[src/rtl/sclcalc_pkg.sv]
package sclcalc_pkg;
  localparam int CNT_W  = 32;
  localparam int WIDE_W = 40;

  typedef enum logic [1:0] {
    SPD_STD  = 2'd0,
    SPD_FAST = 2'd1,
    SPD_HIGH = 2'd2
  } spd_e;

  typedef struct packed {
    logic             err;
    logic [CNT_W-1:0] hcnt;
    logic [CNT_W-1:0] lcnt;
  } solve_t;

  // Class selection from the requested rate.
  function automatic spd_e pick_mode(input logic [CNT_W-1:0] req,
                                     input logic             hs_ok,
                                     input logic [CNT_W-1:0] fast_rate,
                                     input logic [CNT_W-1:0] hs_rate);
    if (hs_ok && (req >= hs_rate)) return SPD_HIGH;
    if (req >= fast_rate)          return SPD_FAST;
    return SPD_STD;
  endfunction

  // Zero means "keep the default".
  function automatic logic [CNT_W-1:0] pick_ns(input logic [CNT_W-1:0] ovr,
                                               input logic [CNT_W-1:0] dflt);
    return (ovr != '0) ? ovr : dflt;
  endfunction

  // Back-solve the programmable counts and pad to the period.
  function automatic solve_t solve_counts(input logic [CNT_W-1:0] high_c,
                                          input logic [CNT_W-1:0] low_c,
                                          input logic [CNT_W-1:0] rise_c,
                                          input logic [CNT_W-1:0] fall_c,
                                          input logic [CNT_W-1:0] period_c,
                                          input logic [CNT_W-1:0] spk_c);
    logic [WIDE_W-1:0] h, l, tot, gap, half;
    solve_t r;
    gap  = '0;
    half = '0;
    h = WIDE_W'(high_c) - WIDE_W'(fall_c) - WIDE_W'(7) - WIDE_W'(spk_c);
    l = WIDE_W'(low_c) - WIDE_W'(rise_c) + WIDE_W'(fall_c) - WIDE_W'(1);
    r.err = h[WIDE_W-1] | l[WIDE_W-1];
    tot = h + l + WIDE_W'(8) + WIDE_W'(spk_c) + WIDE_W'(rise_c);
    if (!r.err && (tot < WIDE_W'(period_c))) begin
      gap  = WIDE_W'(period_c) - tot;
      half = gap >> 1;
      h    = h + half;
      l    = l + (gap - half);
    end
    r.hcnt = r.err ? '0 : h[CNT_W-1:0];
    r.lcnt = r.err ? '0 : l[CNT_W-1:0];
    return r;
  endfunction
endpackage

[src/rtl/sclcalc_div.sv]
// Restoring divider: one quotient bit per cycle, NUM_W cycles per division.
module sclcalc_div #(
  parameter int NUM_W = 48,
  parameter int DEN_W = 32
) (
  input  logic             clk,
  input  logic             rst_n,
  input  logic             go_i,
  input  logic [NUM_W-1:0] num_i,
  input  logic [DEN_W-1:0] den_i,
  output logic [NUM_W-1:0] quo_o,
  output logic             done_o
);
  localparam int LEFT_W = $clog2(NUM_W + 1);

  logic [DEN_W:0]    rem_q;
  logic [DEN_W-1:0]  den_q;
  logic [NUM_W-1:0]  quo_q;
  logic [LEFT_W-1:0] left_q;
  logic              done_q;
  logic [DEN_W:0]    trial;
  logic              fits;

  always_comb begin
    trial = {rem_q[DEN_W-1:0], quo_q[NUM_W-1]};
    fits  = (trial >= {1'b0, den_q});
  end

  always_ff @(posedge clk or negedge rst_n) begin
    if (!rst_n) begin
      rem_q  <= '0;
      den_q  <= '0;
      quo_q  <= '0;
      left_q <= '0;
      done_q <= 1'b0;
    end else if (go_i) begin
      rem_q  <= '0;
      den_q  <= den_i;
      quo_q  <= num_i;
      left_q <= LEFT_W'(NUM_W);
      done_q <= 1'b0;
    end else if (left_q != '0) begin
      rem_q  <= fits ? (trial - {1'b0, den_q}) : trial;
      quo_q  <= {quo_q[NUM_W-2:0], fits};
      left_q <= left_q - 1'b1;
      done_q <= (left_q == LEFT_W'(1));
    end else begin
      done_q <= 1'b0;
    end
  end

  assign quo_o  = quo_q;
  assign done_o = done_q;
endmodule

[src/rtl/sclcalc_mode.sv]
// Speed class lookup: rate and per-class time constants.
module sclcalc_mode
  import sclcalc_pkg::*;
#(
  parameter int STD_RATE     = 100000,
  parameter int FAST_RATE    = 400000,
  parameter int HS_RATE      = 3400000,
  parameter int STD_HIGH_NS  = 4000,
  parameter int STD_LOW_NS   = 4700,
  parameter int FAST_HIGH_NS = 600,
  parameter int FAST_LOW_NS  = 1300,
  parameter int HS_HIGH_NS   = 60,
  parameter int HS_LOW_NS    = 160,
  parameter int STD_RISE_NS  = 1000,
  parameter int STD_FALL_NS  = 300,
  parameter int FAST_RISE_NS = 300,
  parameter int FAST_FALL_NS = 300,
  parameter int HS_RISE_NS   = 120,
  parameter int HS_FALL_NS   = 120
) (
  input  logic [CNT_W-1:0] req_speed_i,
  input  logic             hs_ok_i,
  output spd_e             mode_o,
  output logic [CNT_W-1:0] rate_o,
  output logic [CNT_W-1:0] rise_def_o,
  output logic [CNT_W-1:0] fall_def_o,
  output logic [CNT_W-1:0] high_min_o,
  output logic [CNT_W-1:0] low_min_o
);
  always_comb begin
    mode_o = pick_mode(req_speed_i, hs_ok_i, CNT_W'(FAST_RATE), CNT_W'(HS_RATE));
    unique case (mode_o)
      SPD_HIGH: begin
        rate_o     = CNT_W'(HS_RATE);
        rise_def_o = CNT_W'(HS_RISE_NS);
        fall_def_o = CNT_W'(HS_FALL_NS);
        high_min_o = CNT_W'(HS_HIGH_NS);
        low_min_o  = CNT_W'(HS_LOW_NS);
      end
      SPD_FAST: begin
        rate_o     = CNT_W'(FAST_RATE);
        rise_def_o = CNT_W'(FAST_RISE_NS);
        fall_def_o = CNT_W'(FAST_FALL_NS);
        high_min_o = CNT_W'(FAST_HIGH_NS);
        low_min_o  = CNT_W'(FAST_LOW_NS);
      end
      default: begin
        rate_o     = CNT_W'(STD_RATE);
        rise_def_o = CNT_W'(STD_RISE_NS);
        fall_def_o = CNT_W'(STD_FALL_NS);
        high_min_o = CNT_W'(STD_HIGH_NS);
        low_min_o  = CNT_W'(STD_LOW_NS);
      end
    endcase
  end
endmodule

[src/rtl/i2c_scl_timing_calc.sv]
module i2c_scl_timing_calc
  import sclcalc_pkg::*;
#(
  parameter int NS_W         = 16,
  parameter int SPK_W        = 8,
  parameter int NUM_W        = 48,
  parameter int HOLD_DEF_NS  = 300,
  parameter int STD_RATE     = 100000,
  parameter int FAST_RATE    = 400000,
  parameter int HS_RATE      = 3400000,
  parameter int STD_HIGH_NS  = 4000,
  parameter int STD_LOW_NS   = 4700,
  parameter int FAST_HIGH_NS = 600,
  parameter int FAST_LOW_NS  = 1300,
  parameter int HS_HIGH_NS   = 60,
  parameter int HS_LOW_NS    = 160
) (
  input  logic             clk,
  input  logic             rst_n,
  input  logic             start_i,
  input  logic [CNT_W-1:0] clk_hz_i,
  input  logic [CNT_W-1:0] req_speed_i,
  input  logic             hs_allow_i,
  input  logic [SPK_W-1:0] spk_len_i,
  input  logic [NS_W-1:0]  rise_ns_i,
  input  logic [NS_W-1:0]  fall_ns_i,
  input  logic [NS_W-1:0]  hold_ns_i,
  output logic             busy_o,
  output logic             done_o,
  output logic             err_o,
  output logic [CNT_W-1:0] hcnt_o,
  output logic [CNT_W-1:0] lcnt_o,
  output logic [CNT_W-1:0] sda_hold_o
);
  localparam int N_STEPS = 7;
  localparam int STEP_W  = $clog2(N_STEPS);
  localparam int LAT_MAX = N_STEPS * (NUM_W + 4) + 8;
  // Slot indices: order of the division sequence.
  localparam int I_KCLK = 0;
  localparam int I_PER  = 1;
  localparam int I_RISE = 2;
  localparam int I_FALL = 3;
  localparam int I_HIGH = 4;
  localparam int I_LOW  = 5;
  localparam int I_HOLD = 6;
  localparam logic [CNT_W-1:0] KILO = CNT_W'(1000);
  localparam logic [CNT_W-1:0] MEGA = CNT_W'(1000000);

  typedef enum logic [2:0] {ST_IDLE, ST_LAUNCH, ST_WAIT, ST_SOLVE, ST_DONE} st_e;

  st_e               state_q;
  logic [STEP_W-1:0] step_q;

  // Named internal events (observed by the checker).
  logic accept_w, div_go_w, div_done_w, slot_we_w;

  // Class lookup on live inputs, captured on accept.
  spd_e             mode_w;
  logic [CNT_W-1:0] rate_w, drise_w, dfall_w, mhigh_w, mlow_w;

  sclcalc_mode #(
    .STD_RATE(STD_RATE), .FAST_RATE(FAST_RATE), .HS_RATE(HS_RATE),
    .STD_HIGH_NS(STD_HIGH_NS), .STD_LOW_NS(STD_LOW_NS),
    .FAST_HIGH_NS(FAST_HIGH_NS), .FAST_LOW_NS(FAST_LOW_NS),
    .HS_HIGH_NS(HS_HIGH_NS), .HS_LOW_NS(HS_LOW_NS)
  ) u_mode (
    .req_speed_i(req_speed_i),
    .hs_ok_i    (hs_allow_i),
    .mode_o     (mode_w),
    .rate_o     (rate_w),
    .rise_def_o (drise_w),
    .fall_def_o (dfall_w),
    .high_min_o (mhigh_w),
    .low_min_o  (mlow_w)
  );

  logic [CNT_W-1:0] clk_q, rate_q, spk_q;
  logic [CNT_W-1:0] rise_ns_q, fall_ns_q, high_ns_q, low_ns_q, hold_ns_q;

  assign accept_w = start_i && (state_q == ST_IDLE);

  always_ff @(posedge clk or negedge rst_n) begin
    if (!rst_n) begin
      clk_q     <= '0;
      rate_q    <= '0;
      spk_q     <= '0;
      rise_ns_q <= '0;
      fall_ns_q <= '0;
      high_ns_q <= '0;
      low_ns_q  <= '0;
      hold_ns_q <= '0;
    end else if (accept_w) begin
      clk_q     <= clk_hz_i;
      rate_q    <= rate_w;
      spk_q     <= CNT_W'(spk_len_i);
      rise_ns_q <= pick_ns(CNT_W'(rise_ns_i), drise_w);
      fall_ns_q <= pick_ns(CNT_W'(fall_ns_i), dfall_w);
      high_ns_q <= mhigh_w;
      low_ns_q  <= mlow_w;
      hold_ns_q <= pick_ns(CNT_W'(hold_ns_i), CNT_W'(HOLD_DEF_NS));
    end
  end

  // Sequencer.
  always_ff @(posedge clk or negedge rst_n) begin
    if (!rst_n) begin
      state_q <= ST_IDLE;
      step_q  <= '0;
    end else begin
      unique case (state_q)
        ST_IDLE:   if (accept_w) begin
                     state_q <= ST_LAUNCH;
                     step_q  <= '0;
                   end
        ST_LAUNCH: state_q <= ST_WAIT;
        ST_WAIT:   if (div_done_w) begin
                     if (step_q == STEP_W'(N_STEPS - 1)) state_q <= ST_SOLVE;
                     else begin
                       step_q  <= step_q + 1'b1;
                       state_q <= ST_LAUNCH;
                     end
                   end
        ST_SOLVE:  state_q <= ST_DONE;
        default:   state_q <= ST_IDLE;
      endcase
    end
  end

  // Divider operands per step.
  logic [CNT_W-1:0] slot_q [N_STEPS];
  logic [CNT_W-1:0] ns_sel;
  logic [NUM_W-1:0] num_w;
  logic [CNT_W-1:0] den_w;
  logic [NUM_W-1:0] quo_w;

  always_comb begin
    unique case (step_q)
      STEP_W'(I_RISE): ns_sel = rise_ns_q;
      STEP_W'(I_FALL): ns_sel = fall_ns_q;
      STEP_W'(I_HIGH): ns_sel = high_ns_q;
      STEP_W'(I_LOW):  ns_sel = low_ns_q;
      default:         ns_sel = hold_ns_q;
    endcase
    if (step_q == STEP_W'(I_KCLK)) begin
      num_w = NUM_W'(clk_q);
      den_w = KILO;
    end else if (step_q == STEP_W'(I_PER)) begin
      num_w = NUM_W'(clk_q);
      den_w = rate_q;
    end else begin
      num_w = NUM_W'(slot_q[I_KCLK]) * NUM_W'(ns_sel) + NUM_W'(MEGA - 1'b1);
      den_w = MEGA;
    end
  end

  assign div_go_w = (state_q == ST_LAUNCH);

  sclcalc_div #(.NUM_W(NUM_W), .DEN_W(CNT_W)) u_div (
    .clk   (clk),
    .rst_n (rst_n),
    .go_i  (div_go_w),
    .num_i (num_w),
    .den_i (den_w),
    .quo_o (quo_w),
    .done_o(div_done_w)
  );

  assign slot_we_w = (state_q == ST_WAIT) && div_done_w;

  for (genvar g = 0; g < N_STEPS; g++) begin : g_slot
    always_ff @(posedge clk or negedge rst_n) begin
      if (!rst_n)                                     slot_q[g] <= '0;
      else if (slot_we_w && (step_q == STEP_W'(g)))   slot_q[g] <= quo_w[CNT_W-1:0];
    end
  end

  // Convenience views of the slots (checker connections).
  logic [CNT_W-1:0] per_c, rise_c, fall_c, high_c, low_c;
  assign per_c  = slot_q[I_PER];
  assign rise_c = slot_q[I_RISE];
  assign fall_c = slot_q[I_FALL];
  assign high_c = slot_q[I_HIGH];
  assign low_c  = slot_q[I_LOW];

  solve_t solve_w;
  assign solve_w = solve_counts(high_c, low_c, rise_c, fall_c, per_c, spk_q);

  logic             err_q;
  logic [CNT_W-1:0] hcnt_q, lcnt_q, hold_q;

  always_ff @(posedge clk or negedge rst_n) begin
    if (!rst_n) begin
      err_q  <= 1'b0;
      hcnt_q <= '0;
      lcnt_q <= '0;
      hold_q <= '0;
    end else if (state_q == ST_SOLVE) begin
      err_q  <= solve_w.err;
      hcnt_q <= solve_w.hcnt;
      lcnt_q <= solve_w.lcnt;
      hold_q <= solve_w.err ? '0 : slot_q[I_HOLD];
    end
  end

  assign busy_o     = (state_q != ST_IDLE);
  assign done_o     = (state_q == ST_DONE);
  assign err_o      = err_q;
  assign hcnt_o     = hcnt_q;
  assign lcnt_o     = lcnt_q;
  assign sda_hold_o = hold_q;
endmodule

[config.mk]
export PLATFORM = sky130hd
export DESIGN_NAME = i2c_scl_timing_calc
export DESIGN_NICKNAME = d
export VERILOG_FILES = /design/src/rtl/sclcalc_pkg.sv /design/src/rtl/sclcalc_div.sv /design/src/rtl/sclcalc_mode.sv /design/src/rtl/i2c_scl_timing_calc.sv
export SDC_FILE = /design/constraint.sdc
export NUM_CORES = 2
export LEC_CHECK = 0
export ABC_CLOCK_PERIOD_IN_PS = 11900
export BUFFER_PORTS_ARGS = -buffer_cell sky130_fd_sc_hd__buf_4
export CAP_MARGIN = 20
export CORE_MARGIN = 2
export CORE_UTILIZATION = 40
export DETAILED_ROUTE_END_ITERATION = 16
export GPL_TIMING_DRIVEN = 0
export PLACE_DENSITY = 0.56
export SLEW_MARGIN = 20
export SYNTH_ARGS = -nofsm -noshare
export SYNTH_HDL_FRONTEND = slang
export SYNTH_SLANG_ARGS = --single-unit
export TNS_END_PERCENT = 30
[constraint.sdc]
create_clock -name clk -period 11.9 [get_ports clk]
set_input_delay 0.595 -clock clk [delete_from_list [all_inputs] [get_ports clk]]
set_output_delay 0.595 -clock clk [all_outputs]
set_load 0.01 [all_outputs]
After elaboration in Yosys (flattened, before gate mapping)
Cells that the tools add are included.
{"block": "totals", "regBits": 678, "latch_bits": 0, "ram_bits": 0, "rom_bits": 0, "in_bits": 124, "output_inout_bits": 99, "mem_count": 0}
{"block": "classes", "n_addsub": 18, "mul": 1, "div_mod_pow": 0, "n_lt_le_gt_ge": 4, "n_eq_ne": 16, "shift": 0, "muxes": 42, "bitwise_logic": 1, "n_reduce_logical": 23}
{"operator": "$mux 32", "n": 12}
{"operator": "$mux 48", "n": 4}
{"operator": "$pmux 32 s4", "n": 1}
{"operator": "$sub 32x32->33", "n": 2}
{"operator": "$add 32x32->32", "n": 2}
{"operator": "$sub 32x32->32", "n": 2}
{"operator": "$add 48x20->48 const B", "n": 1}
{"operator": "$mul 32x32->48", "n": 1}
{"operator": "$reduce_bool 16->1", "n": 3}
{"operator": "$pmux 22 s2", "n": 1}
{"operator": "$lt 40x32->1", "n": 1}
{"operator": "$add 38x33->39", "n": 1}
{"operator": "$add 37x9->38", "n": 1}
{"operator": "$add 36x5->37 const B", "n": 1}
{"operator": "$add 35x35->36", "n": 1}
{"operator": "$sub 34x2->35 const B", "n": 1}
{"operator": "$sub 34x9->35", "n": 1}
{"operator": "$add 33x33->34", "n": 1}
{"operator": "$sub 33x4->34 const B", "n": 1}
{"operator": "$ge 33x32->1", "n": 1}
{"operator": "$sub 33x33->33", "n": 1}
{"operator": "$ge 32x19->1 const B", "n": 1}
{"operator": "$ge 32x22->1 const B", "n": 1}
{"operator": "$pmux 13 s2", "n": 1}
{"operator": "29 further kinds", "n": 62}

Longest topological paths before layout
{"block": "depth", "depth_word": 12, "mapped_depth": 59, "ltp_nobuf": 59}

Modules after synthesis
Synthesis repeated with hierarchy kept, for this count alone.
{"block": "unflattened", "cells_unflattened": 8493, "area_unflattened_um2": 74631.6}
{"module": "i2c_scl_timing_calc", "n_inst": 1, "cells_each": 7505, "area_each_um2": 66144.7}
{"module": "sclcalc_div", "n_inst": 1, "cells_each": 802, "area_each_um2": 7128.1}
{"module": "sclcalc_mode", "n_inst": 1, "cells_each": 186, "area_each_um2": 1358.8}

Least setup slack after synthesis
OpenSTA, ideal clock, no wires.
{"block": "synth_timing", "path_kind": "register to register", "from": "reg slot_q, in the netlist fall_c[0]", "to": "reg lcnt_q[31], in the netlist lcnt_o[31]", "setup_time_ps": 83, "arrival_ps": 10603, "t_required_ps": 11817, "path_slack_ps": 1214, "path_stages_with_launch": 53, "n_path_buf": 0, "period_less_slack_ps": 10686, "path_cell_list": "dfrtp_1 ha_1 fa_1 ha_1 inv_1 ha_1 fa_1 a21o_1 a21oi_1 nor2b_1 o21a_1 o21a_1 o21ai_0 and2_1 xnor2_1 inv_1 fa_1 inv_1 (+17 left out) a21o_1 a21o_1 a21oi_1 xnor2_1 fa_1 inv_1 ha_1 a21o_1 a21o_1 a21o_1 a21oi_1 a31oi_1 a31oi_1 o21ai_0 xnor2_1 nand2_1 xor2_1 o21ai_0"}
{"block": "synth_via", "elab_chain_cells": 12, "word_cells_on_any_way": 18, "classes_between": "add/sub: 12; order compare: 1; mux: 2; bitwise: 1; reduce/logical: 2"}
{"item": "from (decl)", "line": "i2c_scl_timing_calc.sv:130", "text": "logic [CNT_W-1:0] slot_q [N_STEPS];"}
{"item": "from (signal, indexed assignment)", "line": "i2c_scl_timing_calc.sv:173", "text": "else if (slot_we_w && (step_q == STEP_W'(g))) slot_q[g] <= quo_w[CNT_W-1:0];"}
{"item": "$sub 32x32->33", "line": "sclcalc_pkg.sv:44", "text": "h = WIDE_W'(high_c) - WIDE_W'(fall_c) - WIDE_W'(7) - WIDE_W'(spk_c);"}
{"item": "$sub 33x4->34", "line": "sclcalc_pkg.sv:44"}
{"item": "$sub 34x9->35", "line": "sclcalc_pkg.sv:44"}
{"item": "$add 35x35->36", "line": "sclcalc_pkg.sv:47", "text": "tot = h + l + WIDE_W'(8) + WIDE_W'(spk_c) + WIDE_W'(rise_c);"}
{"item": "$add 36x5->37", "line": "sclcalc_pkg.sv:47"}
{"item": "$add 37x9->38", "line": "sclcalc_pkg.sv:47"}
{"item": "$add 38x33->39", "line": "sclcalc_pkg.sv:47"}
{"item": "$sub 33x33->33", "line": "sclcalc_pkg.sv:49", "text": "gap = WIDE_W'(period_c) - tot;"}
{"item": "$sub 32x32->32", "line": "sclcalc_pkg.sv:52", "text": "l = l + (gap - half);"}
{"item": "$add 32x32->32", "line": "sclcalc_pkg.sv:52"}
{"item": "$mux 32", "line": "sclcalc_pkg.sv:48", "text": "if (!r.err && (tot < WIDE_W'(period_c))) begin"}
{"item": "$mux 32 *", "line": "sclcalc_pkg.sv:55", "text": "r.lcnt = r.err ? '0 : l[CNT_W-1:0];"}
{"item": "to (signal assigned)", "line": "i2c_scl_timing_calc.sv:200", "text": "lcnt_q <= solve_w.lcnt;"}
{"item": "to (decl)", "line": "i2c_scl_timing_calc.sv:189", "text": "logic [CNT_W-1:0] hcnt_q, lcnt_q, hold_q;"}
Every way passes the cells marked *; elsewhere a longest branch is shown, timed or not.
A chain may end at the register's enable or synchronous reset.

Worst setup path in the final report
{"block": "layout_timing", "from": "reg slot_q, in the netlist rise_c[0]", "to": "reg lcnt_q[31], in the netlist lcnt_o[31]"}
{"block": "layout_via", "elab_chain_cells": 12, "word_cells_on_any_way": 16, "classes_between": "add/sub: 10; order compare: 1; mux: 2; bitwise: 1; reduce/logical: 2"}
{"item": "$sub 32x32->33", "line": "sclcalc_pkg.sv:45", "text": "l = WIDE_W'(low_c) - WIDE_W'(rise_c) + WIDE_W'(fall_c) - WIDE_W'(1);"}
{"item": "$add 33x33->34", "line": "sclcalc_pkg.sv:45"}
{"item": "$sub 34x2->35", "line": "sclcalc_pkg.sv:45"}
{"item": "$add 35x35->36", "line": "sclcalc_pkg.sv:47"}
{"item": "$add 36x5->37", "line": "sclcalc_pkg.sv:47"}
{"item": "$add 37x9->38", "line": "sclcalc_pkg.sv:47"}
{"item": "$add 38x33->39", "line": "sclcalc_pkg.sv:47"}
{"item": "$sub 33x33->33", "line": "sclcalc_pkg.sv:49"}
{"item": "$sub 32x32->32", "line": "sclcalc_pkg.sv:52"}
{"item": "$add 32x32->32", "line": "sclcalc_pkg.sv:52"}
{"item": "$mux 32", "line": "sclcalc_pkg.sv:48"}
{"item": "$mux 32 *", "line": "sclcalc_pkg.sv:55"}
Marked as above.

==> flow_summary.toml <==
[timing]
max-slew-margin-rel = 0.235
worst_pin_slew_ns = 1.15
fin_skew_ns = 0.0372
holdWs_ns = 0.124
period_minus_slack_ns = 11.49
post-route-period-util = 0.966
layout_setup_ws_ns = 0.408
max_freq_mhz = 87.0
rsz0062_at_grt = "yes"
finalSetupViolations = 0
drv_slew = 0
finalHoldViolCount = 0

[synthesis]
synth_area_sq_um = 57200
ys_warn_count = 0
syn_avg_cell_area_sq_um = 8.86
synth_async_sr_flop_share = 1.00
synth_edf_count = 0
ys_seq_area_frac = 0.229
synth-seq-cells = 523
syn_inst = 6451
syn_nets = 7741
ys.flop_type = "dfrtp_1"
ys_types = 99

[floorplan]
num_io_pins = 223
chipHeight_um = 382
rows = 138
start_util = 0.403
die_w_um = 382
dieArea_sq_um = 146000
core-area_sq_um = 142000

[cts]
cts_max_path_buffers = 3
htree_levels = 3
clk_pin_slew_ns = 0.06
cts_sinks = 523
clk_latency_ns = 0.68
cts_buffers = 68
cts_root_buffer = "clkbuf_16"
tritoncts = "yes"

[worst_setup_path]
cp_slowest_cell = "fa_1"
start_kind = "register"
critPathMaxFanout = 8
cp_top_family = "compound AO/OA/AOI/OAI gates"
worstPathArrival_ns = 12.02
cpMostUsedCell = "a21o_1"
cp.required_ns = 12.43
end_kind = "register"
slowest_delay_ns = 0.51
path_class = "reg2reg"
cp_num_buf_inv = 2

[detailed_routing]
drcViolationCount = 0
drt_iter0_markers = 2844
wl_per_cell_um = 20.5
wirelength_mm = 178
ant_nets = 0
vias = 45900
first_pass_iters = 6
viasPerCell = 5.27

[final_layout]
largest_register_ffs = 64
final_cell_mix = "1,078 x inv_1, 927 x nand2_1, 651 x ha_1, 523 x dfrtp_1, 502 x fa_1"
fin_cells = 8713
num-fill-cells = 14000
area_growth_syn_to_layout_pct = 12.9
largest-register = "slot_q"
seqCellArea_sq_um = 13100
mostFrequentLayoutCell = "inv_1"
drive_gt1_frac = 0.112
final_util = 0.455
multiInputGateArea_sq_um = 39900
nets = 8062

[run]
maxCapViolCount = 0

[min_path]
worstHoldPathType = "in2reg"

[run_status]
status = "completed"

[power]
power_mw = 3.97
p_leak_nw = 33.9
p_per_area_nw_per_um2 = 61.5
ir_drop_mv = 0.106

[place]
pre_cts_slack_ns = -0.857
dpl.hpwl_mm = 146
place_congestion = 0.932
place_inst = 8576
io_buffer_count = 216

[global_routing]
antenna_found_initial = 11
overflow = 0
grt_first_pass_wirelength_mm = 273
grt_pass1_vias = 46600
grt_start_max_net_pins = 99
globalRouteTotalUtil = 0.244
-- repair_timing --
item | in CTS | in global routing
pin swaps | 6 | 20
cloned | 0 | 0
endpoints found under the hold margin | 86 | 0
buffers inserted | 3 | 20
hold buffers | 1 | 0
endpoints found under the setup margin | 67 | 73
resized for setup | 47 | 112
-- Yosys cell counts (11+ instances only) --
library cell	count	area [sq um]
o21a_1	44	330
o31ai_1	11	82.6
nand3_1	90	450
a21boi_0	17	128
nor2_1	201	754
o21ai_0	297	1490
a22oi_1	15	113
a211oi_1	53	398
nand2_1	927	3480
xnor2_1	160	1400
ha_1	664	8310
or2_2	11	68.8
nand4_1	31	194
a211o_1	11	96.3
buf_1	22	82.6
a21o_1	165	1240
nand2b_1	59	369
and2_1	59	369
nor2b_1	169	1060
o211ai_1	19	143
mux2_2	221	2490
o31a_1	14	123
o22ai_1	17	106
a41oi_1	11	96.3
fa_1	502	10000
or3_1	15	93.8
a31oi_1	59	369
and3_1	36	225
mux2i_1	44	440
nor3_1	59	295
o21bai_1	33	248
a21oi_1	296	1480
dfrtp_1	523	13100
clkbuf_1	206	773
inv_1	1079	4050
nor4_1	23	144
xor2_1	109	955
-- layout make-up --
cell class                 instances  area share
multi-input combinational       4611       0.618
sequential                       523       0.203
inverter                        1081      0.0628
tap                             1890      0.0366
timing repair buffer             259      0.0321
clock buffer                      87      0.0282
buffer                           228      0.0137
clock inverter                    32     0.00610
antenna                            2   0.0000775
-- worst paths after layout --
path                       depth (start not counted)                   endpoint                       from  slack (ns)
min in group asynchronous                          2      hcnt_o[2]$_DFFE_PN0P_                      rst_n        0.51
max in group asynchronous                          4    slot_q[217]$_DFFE_PN0P_                      rst_n        9.94
min reg2reg                                        2  sda_hold_o[3]$_DFFE_PN0P_  sda_hold_o[3]$_DFFE_PN0P_        0.47
max reg2reg                                       54     lcnt_o[31]$_DFFE_PN0P_      rise_c[0]$_DFFE_PN0P_        0.41
min                                                3       spk_q[7]$_DFFE_PN0P_               spk_len_i[7]        0.12
max                                               54     lcnt_o[31]$_DFFE_PN0P_      rise_c[0]$_DFFE_PN0P_        0.41
-- layer usage --
layer | GRT usage | share of wire | up-vias
met4 | 0.0705 | 0.031 | 2
met2 | 0.422 | 0.49 | 1052
met5 | 0 | 0.000062 | -
met1 | 0.322 | 0.44 | 22800
met3 | 0.0256 | 0.043 | 244
li1 | - | - | 21800
-- worst reg2reg max path, delay by kind of cell, from the launching register on --
kind	cells	cell delay, ns
flip-flops	1	0.39
AND/OR/NAND/NOR	9	1.17
XOR/XNOR	5	0.91
AO/OA/AOI/OAI	27	4.92
buffers and inverters	2	0.10
adder cells (fa/ha/maj)	11	3.84
-- power breakdown --
part | switching [mW] | internal [mW]
Combinational | 0.0571 | 0.0318
Sequential | 0 | 1.78
Clock | 0.892 | 1.21
Total | 0.949 | 3.02
-- cell families after synthesis --
logic type,Yosys count,share of synthesized area
AND/OR/NAND/NOR,1734,0.140
buffers and inverters,1317,0.0866
AO/OA/AOI/OAI,1175,0.131
adder cells (fa/ha/maj),1166,0.321
flip-flops,523,0.229
XOR/XNOR,271,0.0418
multiplexers,265,0.0512
-- stage by stage --
| stage | TNS, ns | area [sq um] |
|---|---|---|
| 2_1_floorplan | 0 | 57200 |
| 3_3_place_gp | -16.64 | 61200 |
| 3_5_place_dp | -18.79 | 61500 |
| 4_1_cts | -0.203 | 63900 |
| 5_1_grt | -0.172 | 64600 |
| 6_report | 0 | 64600 |
No activity file was read; power rests on OpenSTA's default activity.
